File: config.mk
export PLATFORM = sky130hd
export DESIGN_NAME = pal_device
export DESIGN_NICKNAME = d
export VERILOG_FILES = /design/src/rtl/pal_pkg.sv /design/src/rtl/pal_fuse_chain.sv /design/src/rtl/pal_and_plane.sv /design/src/rtl/pal_macrocell.sv /design/src/rtl/pal_device.sv
export SDC_FILE = /design/constraint.sdc
export NUM_CORES = 2
export LEC_CHECK = 0
export BUFFER_PORTS_ARGS = -buffer_cell sky130_fd_sc_hd__buf_2
export CAP_MARGIN = 20
export CORE_MARGIN = 3
export CORE_UTILIZATION = 36
export CTS_CLUSTER_DIAMETER = 50
export DETAILED_ROUTE_END_ITERATION = 10
export PLACE_DENSITY = 0.62
export SLEW_MARGIN = 10
export SYNTH_ARGS = -nofsm -noshare
export SYNTH_HDL_FRONTEND = slang
export SYNTH_SLANG_ARGS = --single-unit
File: constraint.sdc
create_clock -name clk -period 3.3 [get_ports clk]
set_clock_uncertainty 0.15 [all_clocks]
set_input_delay 0.495 -clock clk [delete_from_list [all_inputs] [get_ports clk]]
set_output_delay 0.495 -clock clk [all_outputs]
set_load 0.01 [all_outputs]
File: src/rtl/pal_pkg.sv
package pal_pkg;
  localparam int unsigned MC_CFG_W = 3;

  typedef struct packed {
    logic xor_en;
    logic act_high;
    logic registered;
  } mc_cfg_t;
endpackage

File: src/rtl/pal_fuse_chain.sv
module pal_fuse_chain #(
  parameter int unsigned W = 2328
) (
  input  logic         clk,
  input  logic         rst_n,
  input  logic         load,
  input  logic         sdi,
  output logic [W-1:0] bits
);
  logic [W-1:0] bits_nxt;

  always_comb begin
    if (load) bits_nxt = {bits[W-2:0], sdi};
    else      bits_nxt = bits;
  end

  always_ff @(posedge clk) begin
    bits <= bits_nxt;
  end

  assert_shift_in_R8: assert property (@(posedge clk) disable iff (!rst_n)
    load |=> bits[0] == $past(sdi));
  assert_shift_msb_R8: assert property (@(posedge clk) disable iff (!rst_n)
    load |=> bits[W-1] == $past(bits[W-2]));
  assert_cfg_kept_R9: assert property (@(posedge clk) disable iff (!rst_n)
    !load |=> $stable(bits));
endmodule

File: src/rtl/pal_and_plane.sv
module pal_and_plane #(
  parameter int unsigned N_SIG = 18,
  parameter int unsigned N_PT  = 8,
  localparam int unsigned TW   = 2 * N_SIG
) (
  input  logic [N_SIG-1:0]   sig,
  input  logic [N_PT*TW-1:0] fuse,
  output logic [N_PT-1:0]    term
);
  for (genvar p = 0; p < N_PT; p++) begin : g_term
    logic hit;
    logic used;
    always_comb begin
      hit  = 1'b1;
      used = 1'b0;
      for (int s = 0; s < N_SIG; s++) begin
        if (fuse[p*TW + 2*s]) begin
          used = 1'b1;
          if (!sig[s]) hit = 1'b0;
        end
        if (fuse[p*TW + 2*s + 1]) begin
          used = 1'b1;
          if (sig[s]) hit = 1'b0;
        end
      end
      term[p] = used & hit;
    end
  end
endmodule

File: src/rtl/pal_macrocell.sv
module pal_macrocell
  import pal_pkg::*;
#(
  parameter int unsigned N_PT = 8,
  localparam int unsigned HALF = N_PT / 2
) (
  input  logic            clk,
  input  logic            rst_n,
  input  logic            clr,
  input  logic            run,
  input  mc_cfg_t         cfg,
  input  logic [N_PT-1:0] term,
  input  logic            pad,
  output logic            pin_val,
  output logic            pin_oe,
  output logic            fb
);
  logic or_lo, or_hi, or_all, or_logic;
  logic d, q, q_nxt, val;

  always_comb begin
    or_lo    = |term[HALF-1:0];
    or_hi    = |term[N_PT-1:HALF];
    or_all   = or_lo | or_hi;
    or_logic = |term[N_PT-1:1];
    d        = cfg.xor_en ? (or_lo ^ or_hi) : or_all;
  end

  always_comb begin
    if (clr)      q_nxt = 1'b0;
    else if (run) q_nxt = d;
    else          q_nxt = q;
  end

  always_ff @(posedge clk or negedge rst_n) begin
    if (!rst_n) q <= 1'b0;
    else        q <= q_nxt;
  end

  always_comb begin
    val     = cfg.registered ? q : or_logic;
    pin_val = cfg.act_high ? val : ~val;
    pin_oe  = run & (cfg.registered | term[0]);
    fb      = cfg.registered ? q : pad;
  end

  assert_clr_zero_R9: assert property (@(posedge clk) disable iff (!rst_n)
    clr |=> !q);
  assert_load_hold_R8: assert property (@(posedge clk) disable iff (!rst_n)
    (!run && !clr) |=> $stable(q));
  assert_capture_R4: assert property (@(posedge clk) disable iff (!rst_n)
    (run && !clr) |=> q == $past(d));
endmodule

File: src/rtl/pal_device.sv
module pal_device
  import pal_pkg::*;
#(
  parameter int unsigned N_IN = 10,
  parameter int unsigned N_MC = 8,
  parameter int unsigned N_PT = 8
) (
  input  logic            clk,
  input  logic            rst_n,
  input  logic            clr,
  input  logic            cfg_load,
  input  logic            cfg_sdi,
  input  logic [N_IN-1:0] din,
  input  logic [N_MC-1:0] pin_in,
  output logic [N_MC-1:0] pin_out,
  output logic [N_MC-1:0] pin_oe
);
  localparam int unsigned N_SIG  = N_IN + N_MC;
  localparam int unsigned TW     = 2 * N_SIG;
  localparam int unsigned MFW    = N_PT * TW;
  localparam int unsigned FUSE_W = N_MC * MFW;
  localparam int unsigned CFG_W  = FUSE_W + N_MC * MC_CFG_W;

  logic [1:0]       rst_sync;
  logic             rst_int_n;
  logic             run;
  logic [CFG_W-1:0] cfg_bits;
  logic [N_MC-1:0]  fb;
  logic [N_SIG-1:0] sig;

  always_ff @(posedge clk or negedge rst_n) begin
    if (!rst_n) rst_sync <= 2'b00;
    else        rst_sync <= {rst_sync[0], 1'b1};
  end

  always_comb begin
    rst_int_n = rst_sync[1];
    run       = ~cfg_load;
    sig       = {fb, din};
  end

  pal_fuse_chain #(.W(CFG_W)) i_chain (
    .clk   (clk),
    .rst_n (rst_int_n),
    .load  (cfg_load),
    .sdi   (cfg_sdi),
    .bits  (cfg_bits)
  );

  for (genvar m = 0; m < N_MC; m++) begin : g_mc
    logic [N_PT-1:0] term;
    mc_cfg_t         mcfg;

    assign mcfg = mc_cfg_t'(cfg_bits[FUSE_W + m*MC_CFG_W +: MC_CFG_W]);

    pal_and_plane #(.N_SIG(N_SIG), .N_PT(N_PT)) i_plane (
      .sig  (sig),
      .fuse (cfg_bits[m*MFW +: MFW]),
      .term (term)
    );

    pal_macrocell #(.N_PT(N_PT)) i_mc (
      .clk     (clk),
      .rst_n   (rst_int_n),
      .clr     (clr),
      .run     (run),
      .cfg     (mcfg),
      .term    (term),
      .pad     (pin_in[m]),
      .pin_val (pin_out[m]),
      .pin_oe  (pin_oe[m]),
      .fb      (fb[m])
    );
  end

  assert_load_off_R8: assert property (@(posedge clk) disable iff (!rst_int_n)
    cfg_load |-> pin_oe == '0);
endmodule

==> impl_metrics.env <==
export IMPL_critPathLaunch="i_chain.bits[2325]"
export IMPL_synth_common_cells="edfxtp_1 (2328), mux2i_1 (986), nor4_1 (655), nand2_1 (301), nand4_1 (296)"
export IMPL_cp_start_kind="register"
export IMPL_crit_required_ns=2.65
export IMPL_postRouteAntennaNets=0
export IMPL_placed_area_um2=101000
export IMPL_vias=52300
export IMPL_crit_slowest_cell="or4_4"
export IMPL_num_rows=183
export IMPL_syn2layout_area_growth_pct=22.2
export IMPL_fmax_mhz=213
export IMPL_violations="negative setup slack"
export IMPL_synthTopCellsByArea="edfxtp_1 (77%), mux2i_1 (11%), nor4_1 (4.5%), nand4_1 (2.0%), nand2_1 (1.2%)"
export IMPL_critPathMaxStageDelay_ns=0.49
export IMPL_path_cells="mux2i_4 -> buf_12 -> buf_12 -> mux2_4 -> or4_4 -> nor4_4 -> buf_4 -> nor4_4 -> buf_12 -> a32oi_4 -> xnor2_2 -> buf_4 -> buf_6"
export IMPL_clock_path_buffers=3
export IMPL_portBuffers=38
export IMPL_syn_inst=5183
export IMPL_ys_flop_type="edfxtp_1"
export IMPL_p_leak_nw=38.8
export IMPL_first_iter_violations=5453
export IMPL_hold_violations=0
export IMPL_timing_final_crit_period_ns=4.70
export IMPL_relSlewSlack=0.506
export IMPL_syn_area_um2=90900
export IMPL_htree_levels=4
export IMPL_drt_total_wl_um=228000
export IMPL_crit_path_frequent_cell="buf_12"
export IMPL_worstPathArrival_ns=4.05
export IMPL_fill_cells=21400
export IMPL_fin_crit_sh=1.42
export IMPL_critPathMaxFanout=5
export IMPL_multi_input_area_um2=21500
export IMPL_insertion_delay_ns=0.86
export IMPL_maxCapViolCount=0
export IMPL_dpl_hpwl_um=148000
export IMPL_wire_per_inst_um=23.8
export IMPL_pre_cts_slack_ns=-1.28
export IMPL_die_w_um=508
export IMPL_gr_total_overflow=0
export IMPL_drive_gt1_frac=0.214
export IMPL_yosysTopAreaCell="edfxtp_1"
export IMPL_status="finished with violations"
export IMPL_dieArea_um2=258000
export IMPL_slew_viol_final=0
export IMPL_final_cells=9582
export IMPL_fin_nets=6086
export IMPL_final_cell_area_um2=111000
export IMPL_r2r_start="i_chain.bits[2325]"
export IMPL_gp_congestion=0.842
export IMPL_end_kind="output port"
export IMPL_initial_core_util=0.364
export IMPL_ioPinCount=39
export IMPL_finalSetupViolCount=24
export IMPL_synth_most_common_cell="edfxtp_1"
export IMPL_cts_tree="done"
export IMPL_die_height_um=508
export IMPL_numCtsBuffers=229
export IMPL_yosys_register_bits=2338
export IMPL_grt_pass1_vias=52400
export IMPL_seq_area_um2=70200
export IMPL_syn_area_per_cell_um2=17.5
export IMPL_r2r_cells=17
export IMPL_syn_nets=5214
export IMPL_crit_type="reg2out"
export IMPL_drc=0
export IMPL_core_area_um2=250000
export IMPL_fin_util=0.444
export IMPL_grt_max_degree=129
export IMPL_ys_async_sr_fraction=0.00428
export IMPL_rsz0062_at_grt="true"
export IMPL_worst_pin_slew_ns=0.741
export IMPL_synth_edf_count=2328
export IMPL_power_density_nw_per_um2=588
export IMPL_ys_warn_count=0
export IMPL_setup_ws_ns=-1.40
export IMPL_viasPerCell=5.46
export IMPL_antenna_found_initial=4
export IMPL_reg2reg_slack_ns=-0.24
export IMPL_seq_area_frac_synth=0.772
export IMPL_power_mw=65.3
export IMPL_cts_root_buf="clkbuf_16"
export IMPL_r2r_end="g_mc[2].i_mc.q"
export IMPL_grt_total_usage=0.172
export IMPL_synthDistinctLibCells=37
export IMPL_place_inst=9060
export IMPL_grt_first_pass_wirelength_um=339000
export IMPL_cts_sinks=2338
export IMPL_drt_pass1_iterations=5
export IMPL_cts_clk_slew_worst_paths_ns=0.07
export IMPL_hold_class="reg2async"
export IMPL_yosys_area_top_type_share=0.769
export IMPL_ir_worst_vdd_mv=0.435
[kinds of logic (layout without fill, tap and decap cells)]
family                     Yosys count  count (layout)  share of synthesized area
DFF                               2338            2338                      0.772
and+or+nand+nor                   1564            1564                     0.0960
AOI/OAI and AO/OA                   53              53                    0.00438
other                                1               3                  0.0000413
muxes                             1052            1054                      0.117
adders and majority gates            8               8                    0.00110
buffers and inverters              159            1224                    0.00869
xor gates and xnor gates             8               8                   0.000771
[state kept, by name, indices dropped and copies added, names as in the netlist]
| signal | flops |
|---|---|
| g_mc.i_mc.q | 8 |
| rst_sync | 2 |
| i_chain.bits | 2328 |
[routing by layer]
metal	part of all wire	up-vias	global-route usage
li1	-	23300	-
met1	0.44	27100	0.247
met2	0.47	1649	0.272
met3	0.057	312	0.0254
met4	0.025	0	0.0468
met5	0	-	0
[final cells by class]
class,instances,share of cell area
clock inverter,146,0.0112
clock buffer,280,0.0541
sequential,2338,0.632
tap,3330,0.0375
antenna,2,0.0000451
timing repair buffer,792,0.0711
inverter,6,0.000203
multi-input combinational,2688,0.194
[stage by stage]
| step | setup TNS, ns | hold WS (ns) |
|---|---|---|
| CTS | -21.22 | 0.00249 |
| global route | -21.66 | 0.0190 |
| finish | -18.85 | 0.0638 |
| global placement | -18.57 | 0.0785 |
| detailed placement | -18.74 | 0.0638 |
| floorplan | -0.0255 | -0.0554 |
[power breakdown]
part / total [mW] / leakage [nW] / internal (mW) / switching [mW]
Combinational: 3.86 / 12.4 / 1.64 / 2.22
Clock: 25.6 / 3.52 / 14.1 / 11.5
Sequential: 35.9 / 22.9 / 34.6 / 1.25
[worst max-delay path by stage]
stage                             to  slack, ns  depth (start not counted)
after floorplan           pin_out[1]      -0.03                         10
after global routing      pin_out[1]      -1.51                         13
after detailed placement  pin_out[4]      -1.28                         14
after global placement    pin_out[4]      -1.26                         14
after CTS                 pin_out[4]      -1.56                         12
final                     pin_out[5]      -1.40                         13
[critical path: cells and delay by family, from the launching register on]
kind	cells	cell delay, ns
AND/OR/NAND/NOR	3	0.84
flip-flops	1	0.41
XOR/XNOR	1	0.19
buffers and inverters	6	0.86
multiplexers	2	0.58
AO/OA/AOI/OAI	1	0.29
[cell usage in the layout, fill, tap and decap left out, drive strengths merged, types with 68 or more instances in the layout]
cell    count
edfxtp   2328
buf       779
clkbuf    289
mux2i     987
nand2     301
nand4     296
clkinv    108
nor4      659
nor3       68
nand3      83
nor2       87
[timing repair]
action | 4_1_cts | 5_1_grt
resized for setup | 219 | 112
setup endpoints to repair | 24 | 24
pin swaps | 88 | 85
endpoints found under the hold margin | 11 | 0
cloned | 3 | 1
hold buffers | 4 | 0
setup buffers | 71 | 31
No activity file was read; power rests on OpenSTA's default activity.
